`config.mk`:
```
export PLATFORM = sky130hd
export DESIGN_NAME = fw_egress_top
export DESIGN_NICKNAME = d
export VERILOG_FILES = /design/src/rtl/fw_pkg.sv /design/src/rtl/fw_rule_bank.sv /design/src/rtl/fw_lookup.sv /design/src/rtl/fw_chan.sv /design/src/rtl/fw_deny_log.sv /design/src/rtl/fw_egress_top.sv
export SDC_FILE = /design/constraint.sdc
export NUM_CORES = 2
export LEC_CHECK = 0
export BUFFER_PORTS_ARGS = -buffer_cell sky130_fd_sc_hd__buf_2
export CORE_MARGIN = 1
export CORE_UTILIZATION = 45
export CTS_CLUSTER_SIZE = 12
export DETAILED_ROUTE_END_ITERATION = 8
export SLEW_MARGIN = 20
export SYNTH_ARGS = -nofsm -noshare
export SYNTH_HDL_FRONTEND = slang
export SYNTH_SLANG_ARGS = --single-unit
```
`constraint.sdc`:
```
create_clock -name clk -period 7.8 [get_ports clk]
set_clock_uncertainty 0.15 [all_clocks]
set_input_delay 0.39 -clock clk [delete_from_list [all_inputs] [get_ports clk]]
set_output_delay 0.39 -clock clk [all_outputs]
set_load 0.005 [all_outputs]
```
`src/rtl/fw_pkg.sv`:
```
package fw_pkg;

    typedef enum logic [1:0] {
        ST_IDLE    = 2'd0,
        ST_LOOKUP  = 2'd1,
        ST_FORWARD = 2'd2,
        ST_REJECT  = 2'd3
    } fw_state_e;

    localparam logic [1:0]  RESP_OKAY   = 2'b00;
    localparam logic [1:0]  RESP_SLVERR = 2'b10;
    localparam logic [1:0]  RESP_DECERR = 2'b11;
    localparam logic [31:0] POISON_WORD = 32'hDEADBEEF;
    localparam logic [2:0]  PROT_PRIV   = 3'b010;
    localparam logic [2:0]  PROT_NONE   = 3'b000;

endpackage

```
`src/rtl/fw_rule_bank.sv`:
```
module fw_rule_bank #(
    parameter int N_RULES = 4,
    parameter int ADDR_W  = 58,
    parameter int ID_W    = 10,
    localparam int IDX_W  = (N_RULES > 1) ? $clog2(N_RULES) : 1
) (
    input  logic                            clk,
    input  logic                            rst_n,
    input  logic                            cfg_we,
    input  logic [IDX_W-1:0]                cfg_idx,
    input  logic                            cfg_valid,
    input  logic [ADDR_W-1:0]               cfg_base,
    input  logic [ADDR_W-1:0]               cfg_mask,
    input  logic [ID_W-1:0]                 cfg_id,
    input  logic                            cfg_id_use,
    input  logic                            cfg_rd_ok,
    input  logic                            cfg_wr_ok,
    input  logic                            cfg_remap_en,
    input  logic [ADDR_W-1:0]               cfg_remap,
    output logic [N_RULES-1:0]              r_valid,
    output logic [N_RULES-1:0][ADDR_W-1:0]  r_base,
    output logic [N_RULES-1:0][ADDR_W-1:0]  r_mask,
    output logic [N_RULES-1:0][ID_W-1:0]    r_id,
    output logic [N_RULES-1:0]              r_id_use,
    output logic [N_RULES-1:0]              r_rd_ok,
    output logic [N_RULES-1:0]              r_wr_ok,
    output logic [N_RULES-1:0]              r_remap_en,
    output logic [N_RULES-1:0][ADDR_W-1:0]  r_remap
);

    for (genvar i = 0; i < N_RULES; i++) begin : g_entry
        logic sel;
        assign sel = cfg_we && (cfg_idx == IDX_W'(i));

        always_ff @(posedge clk or negedge rst_n) begin
            if (!rst_n) begin
                r_valid[i]    <= 1'b0;
                r_base[i]     <= '0;
                r_mask[i]     <= '0;
                r_id[i]       <= '0;
                r_id_use[i]   <= 1'b0;
                r_rd_ok[i]    <= 1'b0;
                r_wr_ok[i]    <= 1'b0;
                r_remap_en[i] <= 1'b0;
                r_remap[i]    <= '0;
            end else if (sel) begin
                r_valid[i]    <= cfg_valid;
                r_base[i]     <= cfg_base;
                r_mask[i]     <= cfg_mask;
                r_id[i]       <= cfg_id;
                r_id_use[i]   <= cfg_id_use;
                r_rd_ok[i]    <= cfg_rd_ok;
                r_wr_ok[i]    <= cfg_wr_ok;
                r_remap_en[i] <= cfg_remap_en;
                r_remap[i]    <= cfg_remap;
            end
        end
    end

endmodule

```
`src/rtl/fw_lookup.sv`:
```
module fw_lookup
    import fw_pkg::*;
#(
    parameter int N_RULES      = 4,
    parameter int ADDR_W       = 58,
    parameter int ID_W         = 10,
    parameter bit ID_STRICT    = 1'b1,
    parameter bit PASS_ON_MISS = 1'b0
) (
    input  logic [N_RULES-1:0]              r_valid,
    input  logic [N_RULES-1:0][ADDR_W-1:0]  r_base,
    input  logic [N_RULES-1:0][ADDR_W-1:0]  r_mask,
    input  logic [N_RULES-1:0][ID_W-1:0]    r_id,
    input  logic [N_RULES-1:0]              r_id_use,
    input  logic [N_RULES-1:0]              r_perm,
    input  logic [N_RULES-1:0]              r_remap_en,
    input  logic [N_RULES-1:0][ADDR_W-1:0]  r_remap,
    input  logic [ADDR_W-1:0]               q_addr,
    input  logic [ID_W-1:0]                 q_id,
    output logic                            lk_deny,
    output logic [1:0]                      lk_resp,
    output logic [ADDR_W-1:0]               lk_addr
);

    logic [N_RULES-1:0] hit;

    for (genvar i = 0; i < N_RULES; i++) begin : g_cmp
        logic addr_eq;
        logic id_ok;
        assign addr_eq = ((q_addr & r_mask[i]) == (r_base[i] & r_mask[i]));
        assign id_ok   = ID_STRICT ? (!r_id_use[i] || (r_id[i] == q_id)) : 1'b1;
        assign hit[i]  = r_valid[i] && addr_eq && id_ok;
    end

    always_comb begin
        logic found;
        found   = 1'b0;
        lk_deny = 1'b0;
        lk_resp = RESP_OKAY;
        lk_addr = q_addr;
        for (int i = 0; i < N_RULES; i++) begin
            if (!found && hit[i]) begin
                found = 1'b1;
                if (!r_perm[i]) begin
                    lk_deny = 1'b1;
                    lk_resp = RESP_SLVERR;
                end
                if (r_remap_en[i]) begin
                    lk_addr = (r_remap[i] & r_mask[i]) | (q_addr & ~r_mask[i]);
                end
            end
        end
        if (!found && !PASS_ON_MISS) begin
            lk_deny = 1'b1;
            lk_resp = RESP_DECERR;
        end
    end

endmodule

```
`src/rtl/fw_chan.sv`:
```
module fw_chan
    import fw_pkg::*;
#(
    parameter int ADDR_W = 58,
    parameter int ID_W   = 10
) (
    input  logic              clk,
    input  logic              rst_n,
    input  logic              req_valid,
    output logic              req_ready,
    input  logic [ADDR_W-1:0] req_addr,
    input  logic [ID_W-1:0]   req_id,
    output logic [ADDR_W-1:0] q_addr,
    output logic [ID_W-1:0]   q_id,
    input  logic              lk_deny,
    input  logic [1:0]        lk_resp,
    input  logic [ADDR_W-1:0] lk_addr,
    output logic              out_valid,
    input  logic              out_ready,
    output logic [ADDR_W-1:0] out_addr,
    output logic [ID_W-1:0]   out_id,
    output logic              err_valid,
    input  logic              err_ready,
    output logic [1:0]        err_resp,
    output logic              deny_evt
);

    fw_state_e         state_q, state_d;
    logic [ADDR_W-1:0] res_addr_q;
    logic [1:0]        res_code_q;

    // State register
    always_ff @(posedge clk or negedge rst_n) begin
        if (!rst_n) state_q <= ST_IDLE;
        else        state_q <= state_d;
    end

    // Transitions
    always_comb begin
        state_d = state_q;
        unique case (state_q)
            ST_IDLE:    if (req_valid) state_d = ST_LOOKUP;
            ST_LOOKUP:  state_d = lk_deny ? ST_REJECT : ST_FORWARD;
            ST_FORWARD: if (out_ready) state_d = ST_IDLE;
            ST_REJECT:  if (err_ready) state_d = ST_IDLE;
            default:    state_d = ST_IDLE;
        endcase
    end

    // Request and result holding registers
    always_ff @(posedge clk or negedge rst_n) begin
        if (!rst_n) begin
            q_addr     <= '0;
            q_id       <= '0;
            res_addr_q <= '0;
            res_code_q <= RESP_OKAY;
        end else begin
            if (state_q == ST_IDLE && req_valid) begin
                q_addr <= req_addr;
                q_id   <= req_id;
            end
            if (state_q == ST_LOOKUP) begin
                res_addr_q <= lk_addr;
                res_code_q <= lk_resp;
            end
        end
    end

    // Outputs
    always_comb begin
        req_ready = 1'b0;
        out_valid = 1'b0;
        err_valid = 1'b0;
        deny_evt  = 1'b0;
        unique case (state_q)
            ST_IDLE:    req_ready = 1'b1;
            ST_LOOKUP:  deny_evt  = lk_deny;
            ST_FORWARD: out_valid = 1'b1;
            ST_REJECT:  err_valid = 1'b1;
            default:    req_ready = 1'b0;
        endcase
    end

    assign out_addr = res_addr_q;
    assign out_id   = q_id;
    assign err_resp = res_code_q;

endmodule

```
`src/rtl/fw_deny_log.sv`:
```
module fw_deny_log #(
    parameter int ADDR_W = 58,
    parameter int CNT_W  = 4
) (
    input  logic              clk,
    input  logic              rst_n,
    input  logic [1:0]        evt,
    input  logic [ADDR_W-1:0] addr_rd,
    input  logic [ADDR_W-1:0] addr_wr,
    input  logic              irq_clr,
    output logic              irq,
    output logic [ADDR_W-1:0] cap_addr,
    output logic [CNT_W-1:0]  count
);

    localparam logic [CNT_W:0] CNT_MAX = {1'b0, {CNT_W{1'b1}}};

    logic [CNT_W:0] sum;
    assign sum = {1'b0, count} + (CNT_W+1)'(evt[0]) + (CNT_W+1)'(evt[1]);

    always_ff @(posedge clk or negedge rst_n) begin
        if (!rst_n) begin
            irq      <= 1'b0;
            cap_addr <= '0;
            count    <= '0;
        end else begin
            irq <= (|evt) || (irq && !irq_clr);
            if ((|evt) && (!irq || irq_clr)) begin
                cap_addr <= evt[0] ? addr_rd : addr_wr;
            end
            count <= (sum > CNT_MAX) ? CNT_MAX[CNT_W-1:0] : sum[CNT_W-1:0];
        end
    end

endmodule

```
`src/rtl/fw_egress_top.sv`:
```
module fw_egress_top
    import fw_pkg::*;
#(
    parameter int N_RULES    = 4,
    parameter int ADDR_W     = 58,
    parameter int ID_W       = 10,
    parameter int CNT_W      = 4,
    parameter bit PRIVILEGED = 1'b1,
    localparam int IDX_W     = (N_RULES > 1) ? $clog2(N_RULES) : 1,
    localparam int HI_W      = ADDR_W - 32
) (
    input  logic              clk,
    input  logic              rst_n,
    input  logic              cfg_we,
    input  logic [IDX_W-1:0]  cfg_idx,
    input  logic              cfg_valid,
    input  logic [ADDR_W-1:0] cfg_base,
    input  logic [ADDR_W-1:0] cfg_mask,
    input  logic [ID_W-1:0]   cfg_id,
    input  logic              cfg_id_use,
    input  logic              cfg_rd_ok,
    input  logic              cfg_wr_ok,
    input  logic              cfg_remap_en,
    input  logic [ADDR_W-1:0] cfg_remap,
    input  logic              rd_req_valid,
    output logic              rd_req_ready,
    input  logic [ADDR_W-1:0] rd_req_addr,
    input  logic [ID_W-1:0]   rd_req_id,
    output logic              rd_out_valid,
    input  logic              rd_out_ready,
    output logic [ADDR_W-1:0] rd_out_addr,
    output logic [ID_W-1:0]   rd_out_id,
    output logic [2:0]        rd_out_prot,
    output logic              rd_err_valid,
    input  logic              rd_err_ready,
    output logic [1:0]        rd_err_resp,
    output logic [31:0]       rd_err_rdata,
    input  logic              wr_req_valid,
    output logic              wr_req_ready,
    input  logic [ADDR_W-1:0] wr_req_addr,
    input  logic [ID_W-1:0]   wr_req_id,
    output logic              wr_out_valid,
    input  logic              wr_out_ready,
    output logic [ADDR_W-1:0] wr_out_addr,
    output logic [ID_W-1:0]   wr_out_id,
    output logic [2:0]        wr_out_prot,
    output logic              wr_err_valid,
    input  logic              wr_err_ready,
    output logic [1:0]        wr_err_resp,
    output logic              irq,
    input  logic              irq_clr,
    output logic [31:0]       den_addr_lo,
    output logic [HI_W-1:0]   den_addr_hi,
    output logic [CNT_W-1:0]  den_count
);

    localparam bit         MISS_PASSES = !PRIVILEGED;
    localparam bit         ID_STRICT   = PRIVILEGED;
    localparam logic [2:0] PROT_OUT    = PRIVILEGED ? PROT_PRIV : PROT_NONE;

    logic [N_RULES-1:0]             r_valid, r_id_use, r_rd_ok, r_wr_ok, r_remap_en;
    logic [N_RULES-1:0][ADDR_W-1:0] r_base, r_mask, r_remap;
    logic [N_RULES-1:0][ID_W-1:0]   r_id;

    fw_rule_bank #(.N_RULES(N_RULES), .ADDR_W(ADDR_W), .ID_W(ID_W)) u_bank (
        .clk(clk), .rst_n(rst_n), .cfg_we(cfg_we), .cfg_idx(cfg_idx),
        .cfg_valid(cfg_valid), .cfg_base(cfg_base), .cfg_mask(cfg_mask),
        .cfg_id(cfg_id), .cfg_id_use(cfg_id_use), .cfg_rd_ok(cfg_rd_ok),
        .cfg_wr_ok(cfg_wr_ok), .cfg_remap_en(cfg_remap_en), .cfg_remap(cfg_remap),
        .r_valid(r_valid), .r_base(r_base), .r_mask(r_mask), .r_id(r_id),
        .r_id_use(r_id_use), .r_rd_ok(r_rd_ok), .r_wr_ok(r_wr_ok),
        .r_remap_en(r_remap_en), .r_remap(r_remap)
    );

    // Channel 0 = read, channel 1 = write
    logic [1:0]        c_req_valid, c_req_ready, c_out_valid, c_out_ready;
    logic [1:0]        c_err_valid, c_err_ready, c_deny;
    logic [ADDR_W-1:0] c_req_addr [2];
    logic [ADDR_W-1:0] c_out_addr [2];
    logic [ADDR_W-1:0] c_q_addr   [2];
    logic [ID_W-1:0]   c_req_id   [2];
    logic [ID_W-1:0]   c_out_id   [2];
    logic [1:0]        c_err_resp [2];

    assign c_req_valid   = {wr_req_valid, rd_req_valid};
    assign c_out_ready   = {wr_out_ready, rd_out_ready};
    assign c_err_ready   = {wr_err_ready, rd_err_ready};
    assign c_req_addr[0] = rd_req_addr;
    assign c_req_addr[1] = wr_req_addr;
    assign c_req_id[0]   = rd_req_id;
    assign c_req_id[1]   = wr_req_id;

    for (genvar ch = 0; ch < 2; ch++) begin : g_ch
        logic [ID_W-1:0]   q_id;
        logic              lk_deny;
        logic [1:0]        lk_resp;
        logic [ADDR_W-1:0] lk_addr;

        fw_lookup #(
            .N_RULES(N_RULES), .ADDR_W(ADDR_W), .ID_W(ID_W),
            .ID_STRICT(ID_STRICT), .PASS_ON_MISS(MISS_PASSES)
        ) u_lookup (
            .r_valid(r_valid), .r_base(r_base), .r_mask(r_mask), .r_id(r_id),
            .r_id_use(r_id_use), .r_perm((ch == 0) ? r_rd_ok : r_wr_ok),
            .r_remap_en(r_remap_en), .r_remap(r_remap),
            .q_addr(c_q_addr[ch]), .q_id(q_id),
            .lk_deny(lk_deny), .lk_resp(lk_resp), .lk_addr(lk_addr)
        );

        fw_chan #(.ADDR_W(ADDR_W), .ID_W(ID_W)) u_chan (
            .clk(clk), .rst_n(rst_n),
            .req_valid(c_req_valid[ch]), .req_ready(c_req_ready[ch]),
            .req_addr(c_req_addr[ch]), .req_id(c_req_id[ch]),
            .q_addr(c_q_addr[ch]), .q_id(q_id),
            .lk_deny(lk_deny), .lk_resp(lk_resp), .lk_addr(lk_addr),
            .out_valid(c_out_valid[ch]), .out_ready(c_out_ready[ch]),
            .out_addr(c_out_addr[ch]), .out_id(c_out_id[ch]),
            .err_valid(c_err_valid[ch]), .err_ready(c_err_ready[ch]),
            .err_resp(c_err_resp[ch]), .deny_evt(c_deny[ch])
        );
    end

    assign rd_req_ready = c_req_ready[0];
    assign rd_out_valid = c_out_valid[0];
    assign rd_out_addr  = c_out_addr[0];
    assign rd_out_id    = c_out_id[0];
    assign rd_out_prot  = PROT_OUT;
    assign rd_err_valid = c_err_valid[0];
    assign rd_err_resp  = c_err_resp[0];
    assign rd_err_rdata = c_err_valid[0] ? POISON_WORD : 32'h0;
    assign wr_req_ready = c_req_ready[1];
    assign wr_out_valid = c_out_valid[1];
    assign wr_out_addr  = c_out_addr[1];
    assign wr_out_id    = c_out_id[1];
    assign wr_out_prot  = PROT_OUT;
    assign wr_err_valid = c_err_valid[1];
    assign wr_err_resp  = c_err_resp[1];

    logic [ADDR_W-1:0] cap_addr;

    fw_deny_log #(.ADDR_W(ADDR_W), .CNT_W(CNT_W)) u_log (
        .clk(clk), .rst_n(rst_n), .evt(c_deny),
        .addr_rd(c_q_addr[0]), .addr_wr(c_q_addr[1]),
        .irq_clr(irq_clr), .irq(irq), .cap_addr(cap_addr), .count(den_count)
    );

    assign den_addr_lo = cap_addr[31:0];
    assign den_addr_hi = cap_addr[ADDR_W-1:32];

endmodule

```
==> results by group <==
Floorplanning
  – Initial core utilization: 0.456
  – I/O pins: 584
  – Core area: 126,000 µm²
  – Die Ht: 360 µm
  – Die X: roughly 360 µm
  – Die footprint: 130,000 µm²
  – Row count: 130

Run status
  – Status: finished clean

Critical path
  – Buf/Inv on CP: 2
  – Critical Path Start Type: flop
  – Crit. End Element: flop
  – Worst Setup EP: g_ch[0].u_chan.out_addr[33]
  – FF-to-FF End: g_ch[0].u_chan.out_addr[33]
  – CP required: 8.29 ns
  – Critical path cell sequence: xor2_1 -> a22oi_1 -> nor4b_1 -> nand4_1 -> or3_1 -> or4b_2 -> buf_4 -> and2_2 -> buf_4 -> a211oi_1 -> a221o_1
  – Crit-path most repeated cell: buf_4
  – Reg2reg setup slack: 1.53 ns
  – Critical Path Max Stage Delay: 0.98 ns
  – Levels on crit path: 11
  – Max FO, Critical Path: 30
  – Slowest CP cell: and2_2
  – CP startpoint: g_ch[0].u_chan.q_addr[2]
  – Crit Reg-Reg Startpoint: g_ch[0].u_chan.q_addr[2]
  – Critical path arrival: 6.75 ns
  – Setup CP Type: flop to flop
  – Top delay family on crit path: simple AND/OR/NAND/NOR gates
  – R2R depth: 11

Final layout
  – Area grow syn2layout: 19.8%
  – Share of cells above drive strength 1: 0.270
  – Fill cells: 10,700
  – Final #Nets: 6,501
  – Sequential cell area: roughly 27,000 µm²
  – Finished Cell Area: 69,100 µm²
  – Area occupied by multi-input gates: 28,500 µm²
  – Non-filler cells in the finished layout: 7,917

Synthesis
  – Post-synthesis cell type count: 66
  – Synth area leader: dfrtp_1
  – Gate Count Post-Synth: 5,453
  – Commonest cells post-synth: dfrtp_1, mux2_2, nand2_1, nand3b_1, o21ai_0
  – Predominant post-synthesis flop cell: dfrtp_1
  – Post-synth EDFFs: 0
  – Top-count cell post-synth: dfrtp_1
  – Netlist Area Pre-Place: 57,700 µm²
  – Synth top area cells: dfrtp_1, mux2_2, nand3b_1
  – Asr flop ratio synth: 1.00
  – Syn Area/Cell: ~11 µm²
  – Ys Warns: 0
  – Sequential area share after synthesis: 0.468
  – Flops & latches, synth: roughly 1,100
  – Synth top area share: 0.468

Timing
  – Post-route minimum period: 6.27 ns
  – Final hold violations: 0
  – TNS Setup: 0 ns
  – Worst Tran Pin Value: ~1.3 ns
  – Max Clk Rate: 0.160 GHz
  – Post-route setup slack: 1.53 ns
  – Max_slew headroom: 0.167
  – Final Cycle Share: 0.804
  – Final setup viols: 0
  – Fin. max-slew vios: 0
  – RSZ-0062 raised after global routing: no

Flow run
  – Max-cap violations: 0

Place
  – Post-DP Area: 61,800 µm²
  – GP Congestion: 1.21
  – DP Cell Count: 7,364
  – Final HPWL DP: 261,000 µm
  – Post-placement worst setup slack: 1.90 ns
  – Port Buffers: between 500 and 600

Clocking
  – Worst skew pair latency: 0.78 ns
  – CTS buffer count: ~120
  – Max clock buf depth: 3
  – CTS root buf: clkbuf_16
  – Clk slew on worst S/H paths: 0.06 ns
  – Sink Count: between 1,000 and 1,500
  – CTS tree: built
  – CTS H-tree lvls: 3
  – Post_cts resized: 0

Detailed routing
  – Post-route ant nets: 0
  – Drt first pass iters: 9
  – DR iter-0 viols: slightly below 9,000
  – DRC viols: 0
  – Via count: about 56,000
  – Total wire length: 336,000 µm
  – Vias per Instance: approximately 7.0
  – Drt wl/cell: 42.4 µm

GRT
  – First-pass GRT wire length: 451,000 µm
  – Gr ovfl total: 0
  – Antenna violations before repair: 32
  – Via count of the first global-routing pass: approximately 53,000
  – Overall global routing resource usage: 0.508
  – Largest net degree at the start of global routing: 165

Power and ir drop
  – P_leak: 29.5 nW
  – Worst vdd ir: between 200 and 250 µV
  – PD cells: 385 nW/µm²

Worst hold path
  – Hold Path Class: input pin to flop
-- worst min path at each step --
stage                            start                    endpoint  slack (ns)  cells past startpoint
final                     rd_req_valid   g_ch[0].u_chan.q_addr[54]        0.07                      4
after global routing      rd_req_valid   g_ch[0].u_chan.state_q[0]        0.11                      3
after CTS                 rd_req_valid   g_ch[0].u_chan.q_addr[54]        0.04                      4
after detailed placement         rst_n         u_bank.r_remap[181]        0.30                      1
after global placement           rst_n         u_bank.r_remap[181]        0.31                      1
after floorplan                  rst_n  g_ch[0].u_chan.err_resp[0]       -0.06                      0
-- cells by family (layout without fill, tap and decap cells) --
family / after synthesis / after routing / share of synthesized area
mux: 888 / 888 / 0.172
xor+xnor: 234 / 234 / 0.0355
fa+ha+maj: 2 / 2 / 0.000564
buf+inv: 555 / 1338 / 0.0399
flops: 1079 / 1079 / 0.468
compound gates: 1149 / 1149 / 0.130
other cells: 2 / 33 / 0.000130
simple gates: 1544 / 1544 / 0.153
-- tightest hold or removal path: stages --
cell     delay (ns)
buf_2          0.09
and2_4         0.27
nand2_1        0.12
o21ai_0        0.07
-- cells in the final DEF, fill, tap and decap left out, types with 76 or more instances in the layout --
| master | synthesis | layout |
|---|---|---|
| o221ai_1 | 122 | 122 |
| inv_1 | 133 | 133 |
| nor3_1 | 81 | 80 |
| o21ai_0 | 441 | 439 |
| mux2_2 | 818 | 818 |
| nand4_1 | 203 | 203 |
| nand2_1 | 513 | 512 |
| buf_4 | 40 | 93 |
| xor2_1 | 170 | 170 |
| nand3b_1 | 479 | 479 |
| clkbuf_16 | 0 | 117 |
| a21oi_1 | 123 | 123 |
| dfrtp_1 | 1079 | 1079 |
| dlygate4sd3_1 | 0 | 331 |
| buf_2 | 18 | 568 |
| o22ai_1 | 77 | 76 |
-- power breakdown --
group	switching [mW]	internal, mW	total (mW)
clock network	2.45	3.33	5.78
registers	3.01	7.13	10.1
logic	6.80	3.88	10.7
total	12.3	14.3	26.6
-- sequential cells by signal, summed over array words and instances (netlist names) --
register	cells
g_ch.u_chan.err_resp	4
g_ch.u_chan.out_addr	116
g_ch.u_chan.out_id	20
g_ch.u_chan.q_addr	116
g_ch.u_chan.state_q	4
u_bank.r_base	232
u_bank.r_id	40
u_bank.r_id_use	4
u_bank.r_mask	232
u_bank.r_rd_ok	4
u_bank.r_remap	232
u_bank.r_remap_en	4
u_bank.r_valid	4
u_bank.r_wr_ok	4
u_log.cap_addr	58
u_log.count	4
u_log.irq	1
-- repair_timing --
item / in CTS / in global routing
setup buffers: 0 / 0
setup endpoints to repair: 0 / 0
hold endpoints to repair: 984 / 0
hold buffers: 331 / 0
-- layer usage --
metal,vias to the layer above,wire (µm),global-route usage
met5,-,166,0
li1,21700,-,-
met3,1121,41600,0.175
met2,4556,141000,0.741
met4,24,27200,0.327
met1,28200,126000,0.640
-- stage by stage --
step           hold slack, ns  utilization  power [mW]
3_5_place_dp            0.305        0.489        19.9
6_report               0.0710        0.547        26.6
5_1_grt                 0.105        0.546        27.0
3_3_place_gp            0.310        0.489        19.8
4_1_cts                0.0405        0.546        25.8
2_1_floorplan         -0.0556            -        14.2
-- area by class of cell --
cell class / count / area share
well taps: 1650 / 0.0299
inverters: 133 / 0.00723
diodes: 19 / 0.000688
multi-input cells: 3831 / 0.413
repair buffers: 1002 / 0.102
clock inverters: 31 / 0.00674
flip-flops and latches: 1079 / 0.391
clock buffers: 172 / 0.0493
Power figures use the tool's default switching activity.
